`config.mk`:
```
export PLATFORM = sky130hd
export DESIGN_NAME = rx_addr_filter
export DESIGN_NICKNAME = d
export VERILOG_FILES = /design/src/rtl/rxf_pkg.sv /design/src/rtl/rxf_cfg.sv /design/src/rtl/rxf_hash_fold.sv /design/src/rtl/rxf_exact_bank.sv /design/src/rtl/rx_addr_filter.sv
export SDC_FILE = /design/constraint.sdc
export NUM_CORES = 1
export LEC_CHECK = 0
export BUFFER_PORTS_ARGS = -buffer_cell sky130_fd_sc_hd__buf_2
export CORE_AREA = 2 2 165 288
export CTS_CLUSTER_DIAMETER = 80
export DETAILED_ROUTE_END_ITERATION = 6
export DIE_AREA = 0 0 167 290
export MAX_ROUTING_LAYER = met4
export PLACE_DENSITY = 0.74
export SLEW_MARGIN = 20
export SYNTH_ARGS = -nofsm -noshare
export SYNTH_HDL_FRONTEND = slang
export SYNTH_SLANG_ARGS = --single-unit
```
`constraint.sdc`:
```
create_clock -name clk -period 3.1 [get_ports clk]
set_input_delay 0.62 -clock clk [delete_from_list [all_inputs] [get_ports clk]]
set_output_delay 0.62 -clock clk [all_outputs]
set_load 0.01 [all_outputs]
```
`src/rtl/rxf_pkg.sv`:
```
package rxf_pkg;

   typedef struct packed {
      logic exact_en;
      logic bcast_dis;
      logic hash_en;
      logic promisc;
   } rxf_mode_t;

   localparam int MODE_W = 4;
   localparam rxf_mode_t MODE_RESET = '{exact_en: 1'b1, bcast_dis: 1'b0,
                                         hash_en: 1'b0, promisc: 1'b0};

endpackage

```
`src/rtl/rxf_cfg.sv`:
```
module rxf_cfg
   import rxf_pkg::*;
#(
   parameter int N      = 8,
   parameter int ADDR_W = 48,
   parameter int HASH_W = 6,
   parameter int DATA_W = 32,
   parameter int IDX_W  = 5,
   parameter int CNT_W  = 4
) (
   input  logic                      clk,
   input  logic                      rst_n,
   input  logic                      wr_en,
   input  logic [IDX_W-1:0]          wr_idx,
   input  logic [DATA_W-1:0]         wr_data,
   output logic [N-1:0][ADDR_W-1:0]  entries,
   output logic [(1<<HASH_W)-1:0]    hash_tbl,
   output rxf_mode_t                 mode,
   output logic [CNT_W-1:0]          ucnt
);
   localparam int HASH_BITS  = 1 << HASH_W;
   localparam int HASH_WORDS = HASH_BITS / DATA_W;
   localparam int HI_W       = ADDR_W - DATA_W;
   localparam int IDX_HASH0  = 2 * N;
   localparam int IDX_MODE   = IDX_HASH0 + HASH_WORDS;
   localparam int IDX_UCNT   = IDX_MODE + 1;

   for (genvar i = 0; i < N; i++) begin : g_slot
      logic [DATA_W-1:0] lo_q;
      logic [HI_W-1:0]   hi_q;
      always_ff @(posedge clk) begin
         if (!rst_n) begin
            lo_q <= '0;
            hi_q <= '0;
         end else if (wr_en) begin
            if (wr_idx == IDX_W'(2*i))   lo_q <= wr_data;
            if (wr_idx == IDX_W'(2*i+1)) hi_q <= wr_data[HI_W-1:0];
         end
      end
      assign entries[i] = {hi_q, lo_q};
   end

   for (genvar w = 0; w < HASH_WORDS; w++) begin : g_hword
      logic [DATA_W-1:0] word_q;
      always_ff @(posedge clk) begin
         if (!rst_n)
            word_q <= '0;
         else if (wr_en && wr_idx == IDX_W'(IDX_HASH0 + w))
            word_q <= wr_data;
      end
      assign hash_tbl[w*DATA_W +: DATA_W] = word_q;
   end

   rxf_mode_t        mode_q;
   logic [CNT_W-1:0] ucnt_q;

   always_ff @(posedge clk) begin
      if (!rst_n) begin
         mode_q <= MODE_RESET;
         ucnt_q <= CNT_W'(1);
      end else if (wr_en) begin
         if (wr_idx == IDX_W'(IDX_MODE))
            mode_q <= rxf_mode_t'(wr_data[MODE_W-1:0]);
         if (wr_idx == IDX_W'(IDX_UCNT) && wr_data <= DATA_W'(N))
            ucnt_q <= CNT_W'(wr_data);
      end
   end

   assign mode = mode_q;
   assign ucnt = ucnt_q;
endmodule

```
`src/rtl/rxf_hash_fold.sv`:
```
module rxf_hash_fold #(
   parameter int ADDR_W = 48,
   parameter int HASH_W = 6
) (
   input  logic [ADDR_W-1:0] addr,
   output logic [HASH_W-1:0] idx
);
   function automatic logic [ADDR_W-1:0] lane_mask(input int lane);
      logic [ADDR_W-1:0] m;
      for (int k = 0; k < ADDR_W; k++)
         m[k] = ((k % HASH_W) == lane);
      return m;
   endfunction

   for (genvar j = 0; j < HASH_W; j++) begin : g_lane
      localparam logic [ADDR_W-1:0] MASK = lane_mask(j);
      assign idx[j] = ^(addr & MASK);
   end
endmodule

```
`src/rtl/rxf_exact_bank.sv`:
```
module rxf_exact_bank #(
   parameter int N      = 8,
   parameter int ADDR_W = 48,
   parameter int CNT_W  = 4
) (
   input  logic [N-1:0][ADDR_W-1:0] entries,
   input  logic [ADDR_W-1:0]        addr,
   input  logic [CNT_W-1:0]         ucnt,
   input  logic                     enable,
   output logic                     hit
);
   logic [N-1:0] slot_hit;
   logic         addr_mcast;

   assign addr_mcast = addr[0];

   for (genvar i = 0; i < N; i++) begin : g_cmp
      logic ucast_slot;
      assign ucast_slot  = (CNT_W'(i) < ucnt);
      assign slot_hit[i] = (entries[i] == addr) && (ucast_slot != addr_mcast);
   end

   assign hit = enable && (|slot_hit);
endmodule

```
`src/rtl/rx_addr_filter.sv`:
```
module rx_addr_filter
   import rxf_pkg::*;
#(
   parameter int N_ENTRIES = 8,
   parameter int ADDR_W    = 48,
   parameter int HASH_W    = 6,
   parameter int DATA_W    = 32,
   parameter int CFG_IDX_W = 5
) (
   input  logic                 clk,
   input  logic                 rst_n,
   input  logic                 cfg_wr_en,
   input  logic [CFG_IDX_W-1:0] cfg_wr_idx,
   input  logic [DATA_W-1:0]    cfg_wr_data,
   input  logic                 addr_valid,
   input  logic [ADDR_W-1:0]    dst_addr,
   output logic                 dec_valid,
   output logic                 dec_accept
);
   localparam int HASH_BITS  = 1 << HASH_W;
   localparam int HASH_WORDS = HASH_BITS / DATA_W;
   localparam int CNT_W      = $clog2(N_ENTRIES + 1);
   localparam int N_REGS     = 2 * N_ENTRIES + HASH_WORDS + 2;

   if (N_ENTRIES < 1 || N_ENTRIES > 16) begin : g_bad_n
      $error("N_ENTRIES out of range");
   end
   if (DATA_W >= ADDR_W || ADDR_W - DATA_W > DATA_W) begin : g_bad_w
      $error("DATA_W must cover the address in two words");
   end
   if (HASH_BITS % DATA_W != 0) begin : g_bad_h
      $error("hash table must be whole data words");
   end
   if (N_REGS > (1 << CFG_IDX_W)) begin : g_bad_idx
      $error("CFG_IDX_W too narrow for the register set");
   end

   logic [N_ENTRIES-1:0][ADDR_W-1:0] entries;
   logic [HASH_BITS-1:0]             hash_tbl;
   rxf_mode_t                        mode_q;
   logic [CNT_W-1:0]                 ucnt;
   logic [HASH_W-1:0]                hash_idx;
   logic                             exact_hit;
   logic                             accept_c;
   logic                             is_bcast;
   logic                             is_mcast;
   logic [MODE_W-1:0]                mode_bits;

   rxf_cfg #(
      .N(N_ENTRIES), .ADDR_W(ADDR_W), .HASH_W(HASH_W),
      .DATA_W(DATA_W), .IDX_W(CFG_IDX_W), .CNT_W(CNT_W)
   ) u_cfg (
      .clk(clk), .rst_n(rst_n), .wr_en(cfg_wr_en), .wr_idx(cfg_wr_idx),
      .wr_data(cfg_wr_data), .entries(entries), .hash_tbl(hash_tbl),
      .mode(mode_q), .ucnt(ucnt)
   );

   rxf_hash_fold #(.ADDR_W(ADDR_W), .HASH_W(HASH_W)) u_fold (
      .addr(dst_addr), .idx(hash_idx)
   );

   rxf_exact_bank #(.N(N_ENTRIES), .ADDR_W(ADDR_W), .CNT_W(CNT_W)) u_bank (
      .entries(entries), .addr(dst_addr), .ucnt(ucnt),
      .enable(mode_q.exact_en), .hit(exact_hit)
   );

   assign is_bcast  = &dst_addr;
   assign is_mcast  = dst_addr[0];
   assign mode_bits = mode_q;

   always_comb begin
      if (mode_q.promisc)
         accept_c = 1'b1;
      else if (exact_hit)
         accept_c = 1'b1;
      else if (is_bcast)
         accept_c = !mode_q.bcast_dis;
      else if (is_mcast)
         accept_c = mode_q.hash_en && hash_tbl[hash_idx];
      else
         accept_c = 1'b0;
   end

   always_ff @(posedge clk) begin
      if (!rst_n) begin
         dec_valid  <= 1'b0;
         dec_accept <= 1'b0;
      end else begin
         dec_valid  <= addr_valid;
         dec_accept <= addr_valid && accept_c;
      end
   end
endmodule

```
### After elaboration in Yosys (flattened, before gate mapping)

Index checks and enable logic that the tools add are counted.

* memories: 0
* output and inout bits: 2
* input bits: 89
* latch bits: 0
* word-level logic and storage cells: 118
* RAM bits: 0
* flip-flop bits (word level): 458
* ROM bits: 0

* divide/modulo/power cells: 0
* magnitude comparators: 10
* muxes and demuxes: 6
* $mul: 0
* reduce and logical (&&, ||, !) cells: 42
* add/sub/neg operators: 0
* eq/ne operators: 35
* bitwise gates (word level): 0
* shifts and indexed selects: 0

Operator list (number)
* 48-bit equality test: 8
* 48-bit XOR reduction: 6
* 48-bit AND reduction: 1
* 5-bit by 4-bit equality test with 1-bit output, second input constant: 8
* 2-bit AND reduction: 18
* 32-bit by 4-bit <= comparator with 1-bit output, second input constant: 1
* 5-bit by 3-bit equality test with 1-bit output, second input constant: 4
* 5-bit equality test, second input constant: 4
* 3-bit by 4-bit < comparator with 1-bit output, first input constant: 4
* 1-bit logical AND: 14
* 5-bit by 2-bit equality test with 1-bit output, second input constant: 2
* 1-bit by 4-bit < comparator with 1-bit output, first input constant: 2
* 2-bit by 4-bit < comparator with 1-bit output, first input constant: 2
* 1-bit inequality test: 8
* 8-bit OR reduction: 1
* 6-bit by 7-bit < comparator with 1-bit output, second input constant: 1
* 1-bit binary-select mux with 6-bit select: 1
* 5-bit by 1-bit equality test with 1-bit output, second input constant: 1
* 5-bit logical NOT: 1
* 1-bit 2-to-1 mux: 5
* 1-bit logical NOT: 1

### Logic depth before layout (Yosys ltp)

Gate-level depths: netlist of run 1.

* depth in word-level cells: 9
* gate-level depth with buffers: 12

### By module

Synthesis of run 1 repeated with hierarchy kept, for this count alone.

* cells, all modules: 2769
* area, all modules: 21788.4 um2

Modules (own cells, without submodules)
* rxf_cfg: times used 1, cells an instance 2073, area each 16029.1 um2
* rxf_exact_bank: times used 1, cells an instance 592, area each 4624.4 um2
* rx_addr_filter: times used 1, cells an instance 62, area each 767.0 um2
* rxf_hash_fold: times used 1, cells an instance 42, area each 367.9 um2

### Worst setup path before layout of run 1

OpenSTA, ideal clock, no wires.

* path type: input to register
* start point: input dst_addr[36]
* end point: register dec_accept
* stages: 10
* setup slack: 284 ps
* data required time: 2970 ps
* arrival: 2686 ps
* buffers on the path: 1
* setup time: 130 ps
* path through: buf_6 > xor2_2 > xnor2_1 > xnor2_2 > mux4_1 > nor2b_1 > a211oi_1 > a21oi_1 > a21oi_1 > o32ai_2

* word-level cells in the longest chain between the ends: 9
* elaborated cells between the ends (all ways): 28

RTL lines
* from (decl): line rx_addr_filter.sv:16 `input logic [ADDR_W-1:0] dst_addr,`
* 48-bit XOR reduction: line rxf_hash_fold.sv:17 `assign idx[j] = ^(addr & MASK);`
* 1-bit binary-select mux with 6-bit select: line rx_addr_filter.sv:79 `accept_c = mode_q.hash_en && hash_tbl[hash_idx];`
* 1-bit 2-to-1 mux (not written as such): line rx_addr_filter.sv:79
* 1-bit logical AND: line rx_addr_filter.sv:79
* 1-bit 2-to-1 mux: line rx_addr_filter.sv:78 `else if (is_mcast)`
* 1-bit 2-to-1 mux: line rx_addr_filter.sv:76 `else if (is_bcast)`
* 1-bit 2-to-1 mux *: line rx_addr_filter.sv:74 `else if (exact_hit)`
* 1-bit 2-to-1 mux *: line rx_addr_filter.sv:72 `if (mode_q.promisc)`
* 1-bit logical AND *: line rx_addr_filter.sv:90 `dec_accept <= addr_valid && accept_c;`
* to (signal assigned): line rx_addr_filter.sv:90
* to (decl): line rx_addr_filter.sv:18 `output logic dec_accept`

Mark *: on every way between the ends. The rest lies on a longest branch, timed or not. The select of a mux whose other input is x is not followed.
A chain may end at the register's enable or synchronous reset.

### Worst setup path in the final report of run 1

* start point: input dst_addr[5]
* end point: register dec_accept

Same word-level chain as after synthesis.

==> results.json, run 1 <==
{
  "clk_path_buf_depth": 3,
  "yosys.area.top_type_share_pct": 40.1,
  "initial_core_util_pct": 49.8,
  "hp-start": "addr_valid",
  "avgViaCountPerCell": 5.98,
  "worst_skew_pair.late_latency_ps": 580,
  "antenna_found_initial": 2,
  "finalHoldViolations": 0,
  "drt_wl_total_mm": 95.1,
  "n_fill_cell": 4188,
  "r2r-start": "u_cfg.ucnt[3]",
  "syn_inst": 2774,
  "grt_pass1_wl_mm": 137,
  "syn_area_per_cell_um2": 8.24,
  "slowest_stage": "buf_2",
  "cts_buffers": 43,
  "rows": 104,
  "switching_share_pct": 26.9,
  "leakage_nw": 8.89,
  "synth-edff-count": 0,
  "p_sw_w": 0.00363,
  "synth_seq_area_share_pct": 40.1,
  "final_area_um2": 25900,
  "cp_cell_sequence": "buf_2 > buf_4 > xor2_1 > nor4_1 > buf_4 > nand4_1 > nor4_1 > nand4_1 > o21ai_0 > o31a_1 > nor3_1 > o32ai_2",
  "arrival_ps": 3170,
  "htreeDepth": 2,
  "routedWlPerCell_um": 27.6,
  "grt_setup_unrepaired": "no",
  "grt_overflow_total": 0,
  "hold_ws_ps": 350,
  "post-route-period-util_pct": 87.5,
  "vias": 20656,
  "yosysWarnings": 0,
  "final_core_util_pct": 56.3,
  "ys_types": 46,
  "ys_seq_elements": 458,
  "pre_cts_ws_ps": -184,
  "grt_usage_pct": 39.6,
  "max_stage_delay_ps": 360,
  "clk_pin_slew_ps": 60,
  "post-route-drc-count": 0,
  "startpoint": "dst_addr[5]",
  "placedCellCount": 3376,
  "area_growth_pct": 13.1,
  "setup_slack_ps": 388,
  "p_int_w": 0.00988,
  "dieArea_um2": 48400,
  "clkPwrFrac_pct": 41.7,
  "ctsHoldBuffers": 0,
  "hpwl_mm": 64.0,
  "fmax_mhz": 369,
  "maxSlewViolCount": 0,
  "core_um2": 45900,
  "synthesis.nets": 2863,
  "hp-class": "in2reg",
  "die_width_um": 167,
  "cts_tree": "built",
  "ant_nets": 0,
  "num_io_pins": 91,
  "multi_input_area_um2": 12600,
  "power_density_nw_per_um2": 523,
  "first_iter_violations": 2405,
  "crit_type": "in2reg",
  "gp_congestion": 1.03,
  "status": "finished, final reports clean",
  "min_period_ps": 2710,
  "synth_area_um2": 22900,
  "synthArstFlopShare_pct": 0,
  "power_frac_comb_pct": 14.2,
  "placed_area_um2": 24400,
  "io_buffers": 90,
  "ir_drop_mv": 0.493,
  "slew-limit-headroom_pct": 40.3,
  "ys.flop_type": "dfxtp_1",
  "crit_required_ps": 3560,
  "postCtsResizedCells": 0,
  "synth_area_leader_cell": "dfxtp_1",
  "stdcell_count": 3452,
  "cts_num_sinks": 458,
  "root_buffer": "clkbuf_16",
  "nets": 2927,
  "seqPwrFrac_pct": 44.1,
  "grt_pass1_vias": 20280,
  "worst_pin_slew_ps": 887,
  "dr.pass1.iters": 5,
  "skew_ps": 34.3,
  "finalSetupViolCount": 0,
  "seq_area_um2": 9170,
  "drive_gt1_share_pct": 11.9,
  "cp-start-kind": "input pin",
  "postCtsSetupBuffers": 0,
  "worst_setup_path_end_kind": "flip-flop",
  "die_h_um": 290,
  "maxCapViolations": 0,
  "critPathMaxFanout": 7,
  "synth_area_leaders": "dfxtp_1 40%, nand2_1 15%, a21boi_0 15%",
  "grt_max_degree": 111
}
path summary, 6_finish.rpt:
kind                            slack (ps)                     endpoint  depth (start not counted)
worst max-delay path                   390                   dec_accept                         12
worst min-delay path                   350                    dec_valid                          3
worst max register to register         490                   dec_accept                          9
worst min register to register         460  u_cfg.g_hword[0].word_q[13]                          2
critical path, delay by kind of cell:
family	cells	cell delay [ps]
XOR/XNOR	1	130
AO/OA/AOI/OAI	3	570
buffers and inverters	3	830
AND/OR/NAND/NOR	5	1000
synthesized netlist by cell type, types with 2 or more instances:
| master | instances |
|---|---|
| nand2_1 | 928 |
| dfxtp_1 | 458 |
| a21boi_0 | 448 |
| xnor2_1 | 257 |
| clkbuf_1 | 188 |
| xor2_1 | 169 |
| nand4_1 | 81 |
| nor4_1 | 66 |
| mux2i_1 | 21 |
| buf_2 | 20 |
| nor2_1 | 19 |
| nor2b_1 | 14 |
| buf_6 | 13 |
| nand3_1 | 12 |
| buf_4 | 9 |
| nor3_1 | 9 |
| mux4_1 | 6 |
| and2_1 | 5 |
| mux4_2 | 4 |
| o21ai_0 | 4 |
| a211oi_1 | 3 |
| a21oi_1 | 3 |
| and3_1 | 3 |
| clkbuf_8 | 3 |
| inv_1 | 3 |
| mux2_2 | 3 |
| a41oi_1 | 2 |
| nand2b_1 | 2 |
| o2111ai_1 | 2 |
| xnor2_2 | 2 |
| xor2_2 | 2 |
cells in the final DEF (no fill, tap or decap), drive strengths merged, types with 2 or more instances in the layout:
cell,n
nor2b,14
clkbuf,64
and2,5
a211oi,3
dfxtp,458
bufinv,5
clkinv,5
diode,2
mux4,10
a41oi,2
xnor2,259
mux2,3
nor3,9
o2111ai,2
a21boi,448
nor2,19
buf,253
nand3,12
nand2,928
xor2,171
inv,3
a21oi,3
mux2i,21
nor4,66
o21ai,5
nand4,81
nand2b,2
and3,3
cells by family after synthesis:
group                     after synthesis  synth area share, %
xor gates and xnor gates              430                 16.6
DFF                                   458                 40.1
and+or+nand+nor                      1140                 20.7
AOI/OAI and AO/OA                     475                 15.7
buffers and inverters                 237                 4.76
muxes                                  34                 2.15
layout make-up:
type / instances / area share, %
multi-input combinational: 2079 / 48.9
sequential: 458 / 35.5
timing repair buffer: 253 / 7.14
clock buffer: 64 / 4.94
tap: 583 / 2.82
clock inverter: 10 / 0.692
inverter: 3 / 0.0436
antenna: 2 / 0.0194
stage by stage:
stage / total power, W / TNS [ps]
finish: 0.0135 / 0
global route: 0.0138 / 0
CTS: 0.0135 / 0
detailed placement: 0.00795 / -184
global placement: 0.00795 / -191
floorplan: 0.00715 / 0
state kept, by name, indices dropped and copies added (netlist names):
register / cells
u_cfg.g_slot.lo_q: 256
u_cfg.g_slot.hi_q: 128
u_cfg.g_hword.word_q: 64
u_cfg.mode: 4
u_cfg.ucnt: 4
dec_accept: 1
dec_valid: 1
power by group through the flow:
stage | clock network [W] | registers (W) | logic [W]
2_1_floorplan | 0 | 0.00608 | 0.00106
3_3_place_gp | 0 | 0.00609 | 0.00186
3_5_place_dp | 0 | 0.00609 | 0.00187
4_1_cts | 0.00565 | 0.00595 | 0.00187
5_1_grt | 0.00586 | 0.00596 | 0.00197
6_report | 0.00564 | 0.00595 | 0.00192
routing by layer:
| metal | GRT usage (%) | vias up | share of wire (%) |
|---|---|---|---|
| met5 | - | - | 0 |
| met1 | 43.9 | 9839 | 35 |
| met2 | 62.1 | 1220 | 46 |
| met4 | 32.6 | 0 | 11 |
| met3 | 6.71 | 430 | 9.2 |
| li1 | - | 9167 | - |
Note: power is estimated with default switching activity, not from simulation.
==> run 2: changes to the inputs <==
CORE_AREA = 2 2 242 423   (was 2 2 165 288)
DIE_AREA = 0 0 244 425   (was 0 0 167 290)
PLACE_DENSITY = 0.45   (was 0.74)
==> results.json, run 2 (same netlist as run 1, synthesis figures left out) <==
{
  "status": "finished, final reports clean",
  "htreeDepth": 2,
  "power_frac_comb_pct": 14.7,
  "cp-start-kind": "input pin",
  "grt_setup_unrepaired": "no",
  "registers.top_by_ff_count": "u_cfg.g_slot.lo_q",
  "slew-limit-headroom_pct": 47.2,
  "cts_buffers": 45,
  "antenna_found_initial": 12,
  "maxCapViolations": 0,
  "p_int_w": 0.00998,
  "setup_tns_ps": 0,
  "grt_pass1_vias": 19258,
  "die_h_um": 425,
  "maxSlewViolCount": 0,
  "post-route-drc-count": 0,
  "avgViaCountPerCell": 4.65,
  "rows": 154,
  "crit_type": "in2reg",
  "skew_ps": 28.8,
  "power_density_nw_per_um2": 506,
  "worst_setup_path_end_kind": "flip-flop",
  "leakage_nw": 9.16,
  "hpwl_mm": 75.9,
  "worst_pin_slew_ps": 785,
  "placed_area_um2": 25900,
  "critPathMaxFanout": 9,
  "core_um2": 100000,
  "nets": 2960,
  "setup_slack_ps": 212,
  "dieArea_um2": 104000,
  "clk_path_buf_depth": 3,
  "initial_core_util_pct": 22.8,
  "io_buffers": 90,
  "n_fill_cell": 10748,
  "ir_drop_mv": 0.382,
  "p_sw_w": 0.00388,
  "seqPwrFrac_pct": 43.0,
  "largest_reg_flops": 256,
  "vias": 19701,
  "finalSetupViolCount": 0,
  "crit_required_ps": 3550,
  "pre_cts_ws_ps": -730,
  "grt_max_degree": 106,
  "final_area_um2": 27400,
  "area_growth_pct": 19.8,
  "finalHoldViolations": 0,
  "drive_gt1_share_pct": 13.0,
  "total_power_w": 0.0139,
  "final_core_util_pct": 27.3,
  "switching_share_pct": 28.0,
  "min_period_ps": 2890,
  "arrival_ps": 3340,
  "die_width_um": 244,
  "routedWlPerCell_um": 25.8,
  "root_buffer": "clkbuf_16",
  "dr.pass1.iters": 5,
  "cts_tree": "built",
  "clk_pin_slew_ps": 60,
  "drt_wl_total_mm": 109,
  "ant_nets": 0,
  "grt_usage_pct": 21.3,
  "first_iter_violations": 1448,
  "mostFrequentLayoutCell": "nand2_1",
  "grt_overflow_total": 0,
  "clkPwrFrac_pct": 42.3,
  "mostFrequentLayoutCells": "928 x nand2_1, 458 x dfxtp_1, 448 x a21boi_0",
  "grt_pass1_wl_mm": 151,
  "fmax_mhz": 346,
  "num_io_pins": 91,
  "post-route-period-util_pct": 93.2,
  "gp_congestion": 0.876,
  "cts_num_sinks": 458,
  "worst_skew_pair.late_latency_ps": 610,
  "postCtsSetupBuffers": 0,
  "reg_top3": "u_cfg.g_slot.lo_q: 256 flops, u_cfg.g_slot.hi_q: 128 flops, u_cfg.g_hword.word_q: 64 flops",
  "hp-class": "in2reg"
}
run 2: cell types whose count changed in the layout (fill, tap and decap cells not counted), sizes merged:
cell,change
buf,+31
bufinv,-2
clkbuf,+5
clkinv,+1
diode,+9
inv,+1
run 2: cell type report:
type | instances | area (µm²) | share of cell area, %
antenna | 11 | 27.5 | 0.100
clock buffer | 69 | 1370 | 5.00
clock inverter | 10 | 129 | 0.470
inverter | 3 | 11.3 | 0.0411
multi-input combinational | 2079 | 12700 | 46.2
sequential | 458 | 9170 | 33.5
tap | 1326 | 1660 | 6.06
timing repair buffer | 284 | 2380 | 8.69
run 2: critical path: stages:
cell and delay (ps):
buf_2 110, xnor2_1 180, xnor2_1 520, buf_4 270, xnor2_4 200, mux4_1 620
mux2_2 270, nand2_1 60, o311ai_0 120, a21oi_1 230, o32ai_2 110
run 2: path summary, 6_finish.rpt:
path,startpoint,end,slack [ps],depth (start not counted)
max,dst_addr[37],dec_accept,210,11
min,addr_valid,dec_accept,350,3
max reg2reg,u_cfg.g_slot[6].lo_q[10],dec_accept,550,10
min reg2reg,u_cfg.g_hword[0].word_q[14],u_cfg.g_hword[0].word_q[14],460,2
run 2: power groups by stage:
| stage | Sequential, W | Combinational, W | Clock (W) |
|---|---|---|---|
| finish | 0.00596 | 0.00204 | 0.00586 |
| global route | 0.00596 | 0.00210 | 0.00614 |
| CTS | 0.00595 | 0.00203 | 0.00597 |
| detailed placement | 0.00609 | 0.00202 | 0 |
| global placement | 0.00609 | 0.00202 | 0 |
| floorplan | 0.00608 | 0.00106 | 0 |
run 2: per-stage QoR:
step,cells,hold slack (ps)
2_1_floorplan,2774,439
3_3_place_gp,4150,447
3_5_place_dp,4150,457
4_1_cts,4229,333
5_1_grt,4240,360
6_report,4240,354
run 2: metal layers:
metal	global-route usage, %	part of all wire, %	up-vias	wire length (µm)
met5	-	0	-	0
met3	3.01	5.4	232	5900
met4	11.2	6.1	0	6700
met2	37.1	50	668	54400
met1	23.3	39	9555	42300
li1	-	-	9246	-
run 2: repair_timing:
item,4_1_cts,5_1_grt
resized for setup,1,0
endpoints found under the setup margin,1,0
hold buffers,0,0
endpoints found under the hold margin,0,0
==> run 3: changes to the inputs <==
ABC_AREA = 1   (was not set)
CORE_AREA = 2 2 317 319   (was 2 2 242 423)
DIE_AREA = 0 0 319 321   (was 0 0 244 425)
==> results.json, run 3 <==
{
  "status": "finished, final reports clean",
  "worst_setup_path_end_kind": "flip-flop",
  "crit_top_cell": "nand2_1",
  "grt_overflow_total": 0,
  "arrival_ps": 3050,
  "finalHoldViolations": 0,
  "fmax_mhz": 403,
  "avgViaCountPerCell": 5.16,
  "area_growth_pct": 19.0,
  "yosysWarnings": 0,
  "critPathTopFamily": "simple AND/OR/NAND/NOR gates",
  "worst_pin_slew_ps": 826,
  "io_buffers": 90,
  "hp-class": "in2reg",
  "synthesis.nets": 3139,
  "mostFrequentLayoutCell": "nand2_1",
  "synth-edff-count": 0,
  "crit_required_ps": 3670,
  "cts_num_sinks": 458,
  "syn_inst": 3050,
  "dieArea_um2": 102000,
  "registers.top_by_ff_count": "u_cfg.g_slot.lo_q",
  "root_buffer": "clkbuf_16",
  "ys_types": 40,
  "die_width_um": 319,
  "clk_path_buf_depth": 3,
  "hpwl_mm": 79.0,
  "antenna_found_initial": 14,
  "post-route-drc-count": 0,
  "ys.flop_type": "dfxtp_1",
  "mostFrequentLayoutCells": "470 x nand2_1, 458 x dfxtp_1, 456 x a21oi_1",
  "grt_pass1_wl_mm": 165,
  "leakage_nw": 9.36,
  "clkPwrFrac_pct": 44.8,
  "vias": 22937,
  "synth_area_um2": 22600,
  "finalSetupViolCount": 0,
  "synth_common_cells": "473 x nand2_1, 458 x dfxtp_1, 456 x a21oi_1",
  "crit_type": "in2reg",
  "grt_max_degree": 80,
  "htreeDepth": 2,
  "p_sw_w": 0.00427,
  "core_um2": 99300,
  "clk_pin_slew_ps": 60,
  "postCtsSetupBuffers": 0,
  "dr.pass1.iters": 5,
  "rows": 116,
  "synth_area_leaders": "dfxtp_1 40%, a21oi_1 10%, nand3_1 9.2%",
  "ctsHoldBuffers": 0,
  "yosys.area.top_type_share_pct": 40.5,
  "ys_seq_elements": 458,
  "synth_seq_area_share_pct": 40.5,
  "reg_top3": "u_cfg.g_slot.lo_q: 256 flops, u_cfg.g_slot.hi_q: 128 flops, u_cfg.g_hword.word_q: 64 flops",
  "gp_congestion": 0.981,
  "die_h_um": 321,
  "final_core_util_pct": 27.1,
  "seqPwrFrac_pct": 41.4,
  "critPathBufInv": 2,
  "synthArstFlopShare_pct": 0,
  "grt_setup_unrepaired": "no",
  "slew-limit-headroom_pct": 44.4,
  "ant_nets": 0,
  "grt_usage_pct": 22.9,
  "placed_area_um2": 25200,
  "max_stage_delay_ps": 550,
  "power_frac_comb_pct": 13.9,
  "ir_drop_mv": 0.405,
  "nets": 3189,
  "cts_tree": "built",
  "cp_cell_sequence": "buf_2 > inv_1 > o22ai_1 > nor4_1 > nand3b_1 > nor2_1 > nand2_1 > nand2_1 > nor2_1 > nand2_1 > a21oi_1 > a21oi_2",
  "worst_skew_pair.late_latency_ps": 630,
  "final_area_um2": 26900,
  "post-route-period-util_pct": 80.0,
  "drive_gt1_share_pct": 13.1,
  "postCtsResizedCells": 0,
  "synth_area_leader_cell": "dfxtp_1",
  "drt_wl_total_mm": 118,
  "total_power_w": 0.0144,
  "min_period_ps": 2480,
  "hold_ws_ps": 339,
  "grt_pass1_vias": 20906,
  "num_io_pins": 91,
  "initial_core_util_pct": 22.8,
  "critPathMaxFanout": 8,
  "first_iter_violations": 2840,
  "maxSlewViolCount": 0,
  "p_int_w": 0.0102,
  "skew_ps": 26.7,
  "cp-start-kind": "input pin",
  "synthMostInstantiatedCell": "nand2_1",
  "power_density_nw_per_um2": 536,
  "routedWlPerCell_um": 26.4,
  "switching_share_pct": 29.5,
  "slowest_stage": "nor4_1",
  "syn_area_per_cell_um2": 7.42,
  "largest_reg_flops": 256,
  "cts_buffers": 53,
  "maxCapViolations": 0
}
==> run 3: kinds of logic after synthesis <==
family	Yosys count	synth area share [%]
buffers and inverters	479	8.76
AOI/OAI and AO/OA	695	16.0
xor gates and xnor gates	308	12.0
and+or+nand+nor	1110	22.8
DFF	458	40.5
==> run 3: final cells by class <==
class                      count  area, µm²
antenna                        9       22.5
clock buffer                  88       1690
clock inverter                 7       53.8
fill                       10939      72300
inverter                     204        776
multi-input combinational   2113      11500
sequential                   458       9170
tap                         1298       1620
timing repair buffer         270       2070
==> run 3: tightest hold or removal path, delay by kind of cell <==
| family | cells | cell delay, ps |
|---|---|---|
| AOI/OAI and AO/OA | 1 | 130 |
| buffers and inverters | 2 | 180 |
==> run 3: worst paths after layout <==
kind | from | end | slack [ps] | cells after the start
worst max-delay path | dst_addr[23] | dec_accept | 620 | 12
worst min-delay path | cfg_wr_data[4] | u_cfg.g_slot[5].hi_q[4] | 340 | 3
worst max register to register | u_cfg.g_slot[4].lo_q[28] | dec_accept | 830 | 11
worst min register to register | u_cfg.g_hword[1].word_q[18] | u_cfg.g_hword[1].word_q[18] | 460 | 2
==> run 3: per-stage QoR <==
stage          setup TNS, ps  setup slack (ps)  cells
2_1_floorplan              0               972   3050
3_3_place_gp            -106              -106   4343
3_5_place_dp           -99.5             -99.5   4343
4_1_cts                    0               565   4438
5_1_grt                    0               533   4446
6_report                   0               620   4447
==> run 3: power by group through the flow <==
stage / clock [W] / sequential, W / combinational, W
2_1_floorplan: 0 / 0.00609 / 0.00105
3_3_place_gp: 0 / 0.00610 / 0.00195
3_5_place_dp: 0 / 0.00610 / 0.00194
4_1_cts: 0.00654 / 0.00597 / 0.00195
5_1_grt: 0.00676 / 0.00598 / 0.00206
6_report: 0.00646 / 0.00597 / 0.00200
==> run 3: routing by layer <==
| layer | vias up | part of all wire (%) | global-route usage, % |
|---|---|---|---|
| met2 | 1088 | 44 | 34.8 |
| li1 | 10342 | - | - |
| met3 | 197 | 8.3 | 3.72 |
| met1 | 11310 | 45 | 31.2 |
| met4 | 0 | 3.3 | 6.86 |
| met5 | - | 0 | - |
